[src/rtl/lean_alu_pkg.sv]
package lean_alu_pkg;

  typedef enum logic [2:0] {
    SEL_SUM,
    SEL_SLT,
    SEL_SLTU,
    SEL_XOR,
    SEL_OR,
    SEL_AND,
    SEL_SHIFT
  } resSel_e;

  typedef struct packed {
    logic    negateB;     // adder computes A + ~B + 1
    logic    shiftLeft;   // wrap the right shifter in bit reversal
    logic    shiftArith;  // fill vacated bits with the sign
    resSel_e resSel;
  } aluCtrl_t;

endpackage

[src/rtl/lean_alu_ctrl.sv]
module lean_alu_ctrl
  import lean_alu_pkg::*;
(
  input  logic [2:0] funct3,
  input  logic       altBit,
  input  logic       regForm,
  output aluCtrl_t   ctrl
);

  always_comb begin
    ctrl = '{negateB: 1'b1, shiftLeft: 1'b0, shiftArith: 1'b0, resSel: SEL_SUM};
    unique case (funct3)
      3'b000: begin
        ctrl.negateB = altBit & regForm;
        ctrl.resSel  = SEL_SUM;
      end
      3'b001: begin
        ctrl.shiftLeft = 1'b1;
        ctrl.resSel    = SEL_SHIFT;
      end
      3'b010: ctrl.resSel = SEL_SLT;
      3'b011: ctrl.resSel = SEL_SLTU;
      3'b100: ctrl.resSel = SEL_XOR;
      3'b101: begin
        ctrl.shiftArith = altBit;
        ctrl.resSel     = SEL_SHIFT;
      end
      3'b110: ctrl.resSel = SEL_OR;
      default: ctrl.resSel = SEL_AND;
    endcase
  end

endmodule

[src/rtl/lean_alu_shifter.sv]
module lean_alu_shifter #(
  parameter int WIDTH = 32,
  parameter int SHW   = $clog2(WIDTH)
) (
  input  logic [WIDTH-1:0] din,
  input  logic [SHW-1:0]   amount,
  input  logic             fillBit,
  output logic [WIDTH-1:0] dout
);

  logic [WIDTH-1:0] stage [SHW+1];

  assign stage[0] = din;

  for (genvar k = 0; k < SHW; k++) begin : g_stage
    localparam int STEP = 1 << k;
    assign stage[k+1] = amount[k]
      ? {{STEP{fillBit}}, stage[k][WIDTH-1:STEP]}
      : stage[k];
  end

  assign dout = stage[SHW];

endmodule

[src/rtl/lean_alu_datapath.sv]
module lean_alu_datapath
  import lean_alu_pkg::*;
#(
  parameter int WIDTH = 32,
  parameter int SHW   = $clog2(WIDTH)
) (
  input  logic [WIDTH-1:0] opA,
  input  logic [WIDTH-1:0] opB,
  input  aluCtrl_t         ctrl,
  output logic [WIDTH-1:0] result,
  output logic             lessSigned,
  output logic             lessUnsigned,
  output logic             equal
);

  function automatic logic [WIDTH-1:0] bitRev(input logic [WIDTH-1:0] v);
    logic [WIDTH-1:0] r;
    for (int i = 0; i < WIDTH; i++) r[i] = v[WIDTH-1-i];
    return r;
  endfunction

  // shared adder
  logic [WIDTH-1:0] bMod;
  logic [WIDTH:0]   wide;
  logic [WIDTH-1:0] sum;
  logic             carryOut;
  logic             overflow;

  assign bMod     = opB ^ {WIDTH{ctrl.negateB}};
  assign wide     = {1'b0, opA} + {1'b0, bMod} + {{WIDTH{1'b0}}, ctrl.negateB};
  assign sum      = wide[WIDTH-1:0];
  assign carryOut = wide[WIDTH];
  assign overflow = (opA[WIDTH-1] == bMod[WIDTH-1]) && (sum[WIDTH-1] != opA[WIDTH-1]);

  assign lessUnsigned = ~carryOut;
  assign lessSigned   = sum[WIDTH-1] ^ overflow;
  assign equal        = (sum == '0);

  // single right shifter
  logic [WIDTH-1:0] shIn;
  logic [WIDTH-1:0] shRaw;
  logic [WIDTH-1:0] shOut;
  logic             fillBit;

  assign fillBit = ctrl.shiftArith & opA[WIDTH-1];
  assign shIn    = ctrl.shiftLeft ? bitRev(opA) : opA;

  lean_alu_shifter #(.WIDTH(WIDTH), .SHW(SHW)) u_shifter (
    .din    (shIn),
    .amount (opB[SHW-1:0]),
    .fillBit(fillBit),
    .dout   (shRaw)
  );

  assign shOut = ctrl.shiftLeft ? bitRev(shRaw) : shRaw;

  always_comb begin
    unique case (ctrl.resSel)
      SEL_SUM:  result = sum;
      SEL_SLT:  result = {{(WIDTH-1){1'b0}}, lessSigned};
      SEL_SLTU: result = {{(WIDTH-1){1'b0}}, lessUnsigned};
      SEL_XOR:  result = opA ^ opB;
      SEL_OR:   result = opA | opB;
      SEL_AND:  result = opA & opB;
      default:  result = shOut;
    endcase
  end

endmodule

[src/rtl/lean_alu.sv]
module lean_alu
  import lean_alu_pkg::*;
#(
  parameter int WIDTH = 32,
  parameter int SHW   = $clog2(WIDTH)
) (
  input  logic [WIDTH-1:0] opA,
  input  logic [WIDTH-1:0] opB,
  input  logic [2:0]       funct3,
  input  logic             altBit,
  input  logic             regForm,
  output logic [WIDTH-1:0] result,
  output logic             lessSigned,
  output logic             lessUnsigned,
  output logic             equal
);

  aluCtrl_t ctrl;

  lean_alu_ctrl u_ctrl (
    .funct3 (funct3),
    .altBit (altBit),
    .regForm(regForm),
    .ctrl   (ctrl)
  );

  lean_alu_datapath #(.WIDTH(WIDTH), .SHW(SHW)) u_dp (
    .opA         (opA),
    .opB         (opB),
    .ctrl        (ctrl),
    .result      (result),
    .lessSigned  (lessSigned),
    .lessUnsigned(lessUnsigned),
    .equal       (equal)
  );

endmodule

[config.mk]
export PLATFORM = sky130hd
export DESIGN_NAME = lean_alu
export DESIGN_NICKNAME = d
export VERILOG_FILES = /design/src/rtl/lean_alu_pkg.sv /design/src/rtl/lean_alu_ctrl.sv /design/src/rtl/lean_alu_shifter.sv /design/src/rtl/lean_alu_datapath.sv /design/src/rtl/lean_alu.sv
export SDC_FILE = /design/constraint.sdc
export NUM_CORES = 1
export LEC_CHECK = 0
export CAP_MARGIN = 20
export CORE_MARGIN = 2
export CORE_UTILIZATION = 28
export DETAILED_ROUTE_END_ITERATION = 8
export DONT_BUFFER_PORTS = 1
export GPL_ROUTABILITY_DRIVEN = 0
export MAX_ROUTING_LAYER = met4
export SLEW_MARGIN = 0
export SYNTH_ARGS = -nofsm -noshare
export SYNTH_HDL_FRONTEND = slang
export SYNTH_SLANG_ARGS = --single-unit
[constraint.sdc]
create_clock -name vclk -period 6.8
set_input_delay 1.36 -clock vclk [all_inputs]
set_output_delay 1.36 -clock vclk [all_outputs]
set_load 0.01 [all_outputs]
* Word level (Yosys, flattened, before mapping)
Cells that the tools add are included.
** Cells by class
- $add $sub $neg :: 2
- Multiply operators :: 0
- Divide/modulo/power cells :: 0
- $lt $le $gt $ge :: 0
- Equal/unequal tests :: 13
- Shifts and indexed selects :: 0
- Muxes and demuxes :: 12
- Bitwise logic cells :: 8
- Reduce and logical (&&, ||, !) cells :: 5
** Operators with widths (number)
- 32-bit two-way mux :: 7
- 32-bit case mux with 6 select lines :: 1
- 32-bit XOR :: 2
- 32-bit by 32-bit adder with 33-bit output :: 1
- 33-bit by 1-bit adder with 33-bit output :: 1
- 32-bit bitwise AND :: 1
- 32-bit zero test :: 1
- 32-bit bitwise OR :: 1
- 3-bit case mux with 6 select lines :: 1
- 3-bit equality test, second input constant :: 5
- 3-bit by 2-bit equality test with 1-bit output, second input constant :: 4
- 3-bit by 1-bit equality test with 1-bit output, second input constant :: 2
- 3-bit zero test :: 2
- 1-bit two-way mux :: 3
- 1-bit bitwise AND :: 2
- 2-bit OR reduction :: 1
- 1-bit equality test :: 1
- 1-bit logical AND :: 1
- 1-bit inequality test :: 1
- 1-bit inverter :: 1
- 1-bit XOR :: 1
** Word-level totals
- Register bits :: 0
- Bits in latches :: 0
- Memory bits (writable) :: 0
- ROM bits :: 0
- Memories kept :: 0

* Logic depth before layout (Yosys ltp)
Gate-level depths: netlist of the first run.
- Word-level depth :: 10
- Mapped depth :: 15
- Mapped depth without buffers :: 13

* Modules after synthesis
Synthesis of the first run repeated with hierarchy kept, for this count alone.
** Second synthesis, totals
- Cells, all modules :: 961
- Area total of the unflattened synthesis :: 7044.3 um^2
** By module, submodules not included
- lean_alu_datapath :: times used 1, cells each 723, area an instance 4895.9 um^2, seq. area each 0.0 um^2
- lean_alu_shifter :: times used 1, cells each 228, area an instance 2085.8 um^2, seq. area each 0.0 um^2
- lean_alu_ctrl :: times used 1, cells each 10, area an instance 62.6 um^2, seq. area each 0.0 um^2

* Worst setup path before layout of the first run
OpenSTA, ideal clock, no wires.
- Path kind :: input-to-output
- From :: input funct3[2]
- To :: output equal
- Arrival :: 5111 ps
- Data required time :: 5440 ps
- Slack :: 329 ps
- Stages :: 15
- Path buffers :: 3
- Cells stage by stage :: clkbuf_1 > a2111oi_4 > clkbuf_1 > xnor2_1 > ha_1 > clkbuf_1 > o211ai_1 > a21oi_1 > o211ai_1 > a21bo_2 > a2111oi_0 > nand4b_1 > nor4_1 > nand4b_1 > nor4_1
** On the way
- Cells in the longest elaborated chain, start to end :: 6
** Ends and longest elaborated chain
- from (decl) :: RTL line lean_alu.sv:9 : input logic [2:0] funct3,
- 3-bit zero test (*) :: RTL line lean_alu_ctrl.sv:12 : unique case (funct3)
- 1-bit two-way mux (*) :: RTL line lean_alu_ctrl.sv:12
- 32-bit XOR :: RTL line lean_alu_datapath.sv:29 : assign bMod = opB ^ {WIDTH{ctrl.negateB}};
- 32-bit by 32-bit adder with 33-bit output :: RTL line lean_alu_datapath.sv:30 : assign wide = {1'b0, opA} + {1'b0, bMod} + {{WIDTH{1'b0}}, ctrl.negateB};
- 33-bit by 1-bit adder with 33-bit output (*) :: RTL line lean_alu_datapath.sv:30
- 32-bit zero test (*) :: RTL line lean_alu_datapath.sv:37 : assign equal = (sum == '0);
- to (decl) :: RTL line lean_alu.sv:15 : output logic equal
Mark *: on every way between the ends. The rest lies on a longest branch, timed or not.

* Worst setup path in the final report of the first run
- From :: input regForm
- To :: output equal
** On the way
- Cells in the longest elaborated chain, start to end :: 6
** Ends and longest elaborated chain
- from (decl) :: RTL line lean_alu.sv:11 : input logic regForm,
- 1-bit bitwise AND (*) :: RTL line lean_alu_ctrl.sv:14 : ctrl.negateB = altBit & regForm;
- 1-bit two-way mux (*) :: RTL line lean_alu_ctrl.sv:12
- 32-bit XOR :: RTL line lean_alu_datapath.sv:29
- 32-bit by 32-bit adder with 33-bit output :: RTL line lean_alu_datapath.sv:30
- 33-bit by 1-bit adder with 33-bit output (*) :: RTL line lean_alu_datapath.sv:30
- 32-bit zero test (*) :: RTL line lean_alu_datapath.sv:37
Marked as above.

==> out/qor.csv, run 1 <==
metric,value,unit
Power per Cell Area,94.1,mW/mm^2
final setup violation count,0,
post-synthesis sequential area ratio,0,
synthesis-to-layout area growth,5.34,%
vias in the first global route,7352,
clkbuf count,0,
Post-route DRC,0,
Post-Layout Cell Count,1278,
period utilization,0.974,
cell taking the most area after synthesis,ha_1,
met3 Use GR,0.0514,
nets,1118,
layer with the highest usage,met2,
drt via density,6.20,
FFs & Latches,0,
gr usage total,0.230,
GRT met2 Usage,0.357,
die height,163,um
Worst slew margin,0.312,
final setup margin,0.174,ns
ANT nets after route,0,
total chip power,0.000700,W
CP Max Fanout,14,
core area,0.0250,sq mm
status,finished clean,
GRT overflow,0,
max_cap viols,0,
Inst Count DP,1275,
routed wire length,30500,um
post-layout util,0.298,
Mapped Nets,1157,
type of origin of the critical path,input pin,
Setup WS pre-CTS,0.0368,ns
crit end category,output pin,
vias,7923,
"commonest non-fill, non-tap cell in the layout",nand2_1,
wire length per cell,23.9,um
top-area cell type share of the netlist area,0.176,
Yosys warning total,0,
mean area per synthesized cell,7.14,sq um
fmax,151,MHz
FP Rows,58,
Cells after Synth,988,
distinct cell type count of the synthesized netlist,73,
Pre-antenna DRT Iters,7,
VDD IR max,0.0000427,V
Die Area,0.0265,sq mm
"commonest non-fill, non-tap cells in the layout","nand2_1, ha_1, a21oi_1",
Max Slew Vio Count,0,
mapped cell area,0.00706,sq mm
fin crit period,6.63,ns
Crit Path Class,input pin to output pin,
I/O Buffers,0,
register area,0,sq um
WP data arrival,5.27,ns
Static Leak,3.13,nW
Synth area leaders,"ha_1, mux4_2, nand2_1, xnor2_1, a21oi_1",
first-pass GRT wire length,45800,um
drt initial violations,957,
"Hold Vio Cnt, Final",0,
initial antenna violation count,0,
Initial Util,0.283,
Worst Path Required,5.44,ns
M1 GR Usage,0.302,
HP Class,input pin to output pin,
Worst Hold Depth,1,
I/O pin count,104,
Setup TNS Final,0,ns
share of cells above drive strength 1,0.0876,
Slew @ Worst Pin,1.03,ns
pin count of the biggest net entering global routing,74,
Chip Width,163,um
Post-DP HPWL,24200,um
unrepaired setup endpoints after global routing,false,
Yosys cell counts, types with 4 or more instances:
| library cell | count |
|---|---|
| o21bai_1 | 4 |
| a221oi_1 | 6 |
| mux2i_1 | 42 |
| or3_1 | 5 |
| a21boi_0 | 6 |
| a211o_1 | 6 |
| a211oi_1 | 16 |
| xor2_1 | 7 |
| clkbuf_1 | 47 |
| nor2_1 | 66 |
| mux4_2 | 41 |
| inv_1 | 81 |
| o31ai_1 | 4 |
| and2_1 | 11 |
| o221ai_1 | 4 |
| a221o_1 | 6 |
| o22ai_1 | 10 |
| buf_2 | 6 |
| nor4_1 | 4 |
| o21ai_0 | 66 |
| ha_1 | 99 |
| a21oi_1 | 87 |
| o21a_1 | 9 |
| o211ai_1 | 15 |
| mux2_2 | 4 |
| a22oi_1 | 15 |
| a31oi_1 | 17 |
| nor3_1 | 11 |
| nand3_1 | 23 |
| a21o_1 | 16 |
| nand2_1 | 118 |
| and3_1 | 5 |
| buf_1 | 11 |
| nand4_1 | 9 |
| xnor2_1 | 50 |
layout make-up:
class | count | area, sq um
multi-input combinational | 837 | 6500
timing repair buffer | 24 | 193
inverter | 86 | 323
fill | 2736 | 17500
antenna | 1 | 2.50
tap | 330 | 413
stage by stage:
stage | hold WS [ns] | area (sq um)
2_1_floorplan | 2.86 | 7060
3_3_place_gp | 2.84 | 7400
3_5_place_dp | 2.84 | 7400
4_1_cts | 2.84 | 7400
5_1_grt | 2.86 | 7430
6_report | 2.85 | 7430
layer usage:
metal / part of all wire / wire (um) / up-vias
li1: - / - / 3573
met1: 0.41 / 12500 / 3834
met2: 0.44 / 13400 / 444
met3: 0.11 / 3430 / 72
met4: 0.040 / 1210 / 0
met5: 0 / 0 / -
critical path, cell delays in order:
cell and delay [ns]:
a2111oi_4 0.31, buf_4 0.22, buf_4 0.24, xnor2_1 0.15, ha_1 0.33, a21oi_1 0.23, o21ai_0 0.12, a221oi_1 0.54
o31ai_1 0.23, xor2_1 0.20, nand4b_1 0.22, nor4_1 0.29, buf_4 0.17, nand4b_1 0.14, nor4_2 0.31, buf_4 0.18
final timing paths:
path / startpoint / to / slack (ns)
worst max-delay path: regForm / equal / 0.17
worst min-delay path: funct3[2] / result[30] / 2.85
timing repair:
item	4_1_cts	5_1_grt
endpoints found under the setup margin	0	2
buffers inserted	0	2
gates resized for setup	0	3
hold buffers	0	0
report_power, final:
| part | leakage, nW | switching [W] | total [W] | internal [W] |
|---|---|---|---|---|
| Clock | 0.00000634 | 0 | 0.0000000000169 | 0.0000000000169 |
| Combinational | 3.13 | 0.000422 | 0.000700 | 0.000277 |
| Sequential | 0 | 0 | 0 | 0 |
| Total | 3.13 | 0.000422 | 0.000700 | 0.000277 |
cell families after synthesis:
| logic type | after synthesis | synth area share |
|---|---|---|
| AOI/OAI and AO/OA | 320 | 0.297 |
| and+or+nand+nor | 273 | 0.176 |
| buffers and inverters | 151 | 0.0819 |
| adders and majority gates | 100 | 0.178 |
| muxes | 87 | 0.197 |
| xor gates and xnor gates | 57 | 0.0707 |
Power figures use the tool's default switching activity.
==> run 2, diff against run 1 <==
- CORE_MARGIN: 2 -> 5
==> out/qor.csv, run 2 (synthesis gave the netlist of run 1 again) <==
metric,value,unit,change
first-pass GRT wire length,45500,um,was 45800 um
core area,0.0250,sq mm,unchanged
register area,0,sq um,unchanged
Static Leak,3.13,nW,about the same
fmax,153,MHz,was 151 MHz
area of the multi-input gates,0.00651,sq mm,was 0.00650 sq mm
"commonest non-fill, non-tap cell in the layout",nand2_1,,unchanged
final setup violation count,0,,unchanged
initial antenna violation count,0,,unchanged
Slew @ Worst Pin,0.899,ns,was 1.03 ns
max_cap viols,0,,unchanged
share of cells above drive strength 1,0.0878,,was 0.0876
crit end category,output pin,,unchanged
Worst Hold Depth,1,,unchanged
Crit Path Class,input pin to output pin,,unchanged
Pre-antenna DRT Iters,5,,was 7
nets,1116,,was 1118
fillers,2728,,was 2736
CP Max Fanout,21,,was 14
"Hold Vio Cnt, Final",0,,unchanged
gr usage total,0.210,,was 0.230
Max Slew Vio Count,0,,unchanged
type of origin of the critical path,input pin,,unchanged
VDD IR max,0.0000290,V,was 0.0000427 V
clkbuf count,0,,unchanged
GRT overflow,0,,unchanged
hold buffer count at cts,0,,unchanged
"commonest non-fill, non-tap cells in the layout","nand2_1, ha_1, a21oi_1",,unchanged
Initial Util,0.283,,unchanged
Post-DP HPWL,24700,um,was 24200 um
Worst slew margin,0.396,,was 0.312
drt initial violations,1030,,was 957
final setup margin,0.268,ns,was 0.174 ns
Power per Cell Area,94.2,mW/mm^2,was 94.1 mW/mm^2
total chip power,0.000700,W,about the same
synthesis-to-layout area growth,5.39,%,was 5.34%
Chip Width,169,um,was 163 um
die height,169,um,was 163 um
Worst Path Required,5.44,ns,about the same
vias,7808,,was 7923
WP data arrival,5.17,ns,was 5.27 ns
pin count of the biggest net entering global routing,74,,unchanged
Setup WS pre-CTS,0.189,ns,was 0.0368 ns
post-layout util,0.298,,about the same
Post-route DRC,0,,unchanged
# diodes,0,,was 1
Hold Slack,2.84,ns,was 2.85 ns
FFs & Latches,0,,unchanged
drt via density,6.12,,was 6.20
Die Area,0.0285,sq mm,was 0.0265 sq mm
fin crit period,6.53,ns,was 6.63 ns
routed wire length,30600,um,was 30500 um
wire length per cell,24.0,um,was 23.9 um
status,finished clean,,unchanged
unrepaired setup endpoints after global routing,false,,unchanged
I/O pin count,104,,unchanged
ANT nets after route,0,,unchanged
HP Class,input pin to output pin,,unchanged
Setup TNS Final,0,ns,unchanged
I/O Buffers,0,,unchanged
FP Rows,58,,unchanged
vias in the first global route,7253,,was 7352
period utilization,0.961,,was 0.974
-- run 2: worst paths after layout --
path / endpoint / from / slack, ns
worst min-delay path: result[30] / funct3[2] / 2.84
worst max-delay path: equal / altBit / 0.27
-- run 2: stage by stage --
| stage | cell area (sq um) | cells |
|---|---|---|
| 3_3_place_gp | 7400 | 1274 |
| 5_1_grt | 7440 | 1275 |
| 4_1_cts | 7400 | 1274 |
| 3_5_place_dp | 7400 | 1274 |
| 2_1_floorplan | 7060 | 988 |
| 6_report | 7440 | 1275 |
-- run 2: repair_timing --
| action | 4_1_cts | 5_1_grt |
|---|---|---|
| resized for setup | 0 | 7 |
| buffers inserted | 0 | 1 |
| endpoints found under the setup margin | 0 | 1 |
-- run 2: worst max-delay path, stage by stage --
cell,delay (ns)
a2111oi_4,0.31
buf_4,0.24
buf_12,0.20
xnor2_1,0.14
ha_1,0.32
a21oi_1,0.16
o21ai_0,0.14
buf_4,0.17
a221oi_1,0.39
a21oi_1,0.18
a31oi_1,0.24
xnor2_1,0.14
nor4_2,0.32
buf_4,0.16
nand4b_1,0.14
nor4_2,0.26
buf_4,0.15
buf_4,0.11
-- run 2: area by class of cell --
class                      instances  share of cell area
multi-input combinational        837               0.876
tap                              330              0.0555
inverter                          86              0.0434
timing repair buffer              22              0.0252
-- run 2: where the power goes --
| part | total (W) | leakage (nW) | internal [W] | switching [W] |
|---|---|---|---|---|
| combinational | 0.000700 | 3.13 | 0.000278 | 0.000423 |
| clock | 0 | 0 | 0 | 0 |
| sequential | 0 | 0 | 0 | 0 |
| total | 0.000700 | 3.13 | 0.000278 | 0.000423 |
-- run 2: layer usage --
layer	global-route usage	vias up	wire length, um
met3	0.0626	70	3890
met4	0.0632	0	1300
li1	-	3577	-
met2	0.321	438	13300
met1	0.269	3723	12200
met5	-	-	0
==> run 3, diff against run 2 <==
- CAP_MARGIN: 20 -> 30
==> results of run 3 <==
No change in the layout: final DEF, timing and power equal those of run 2.
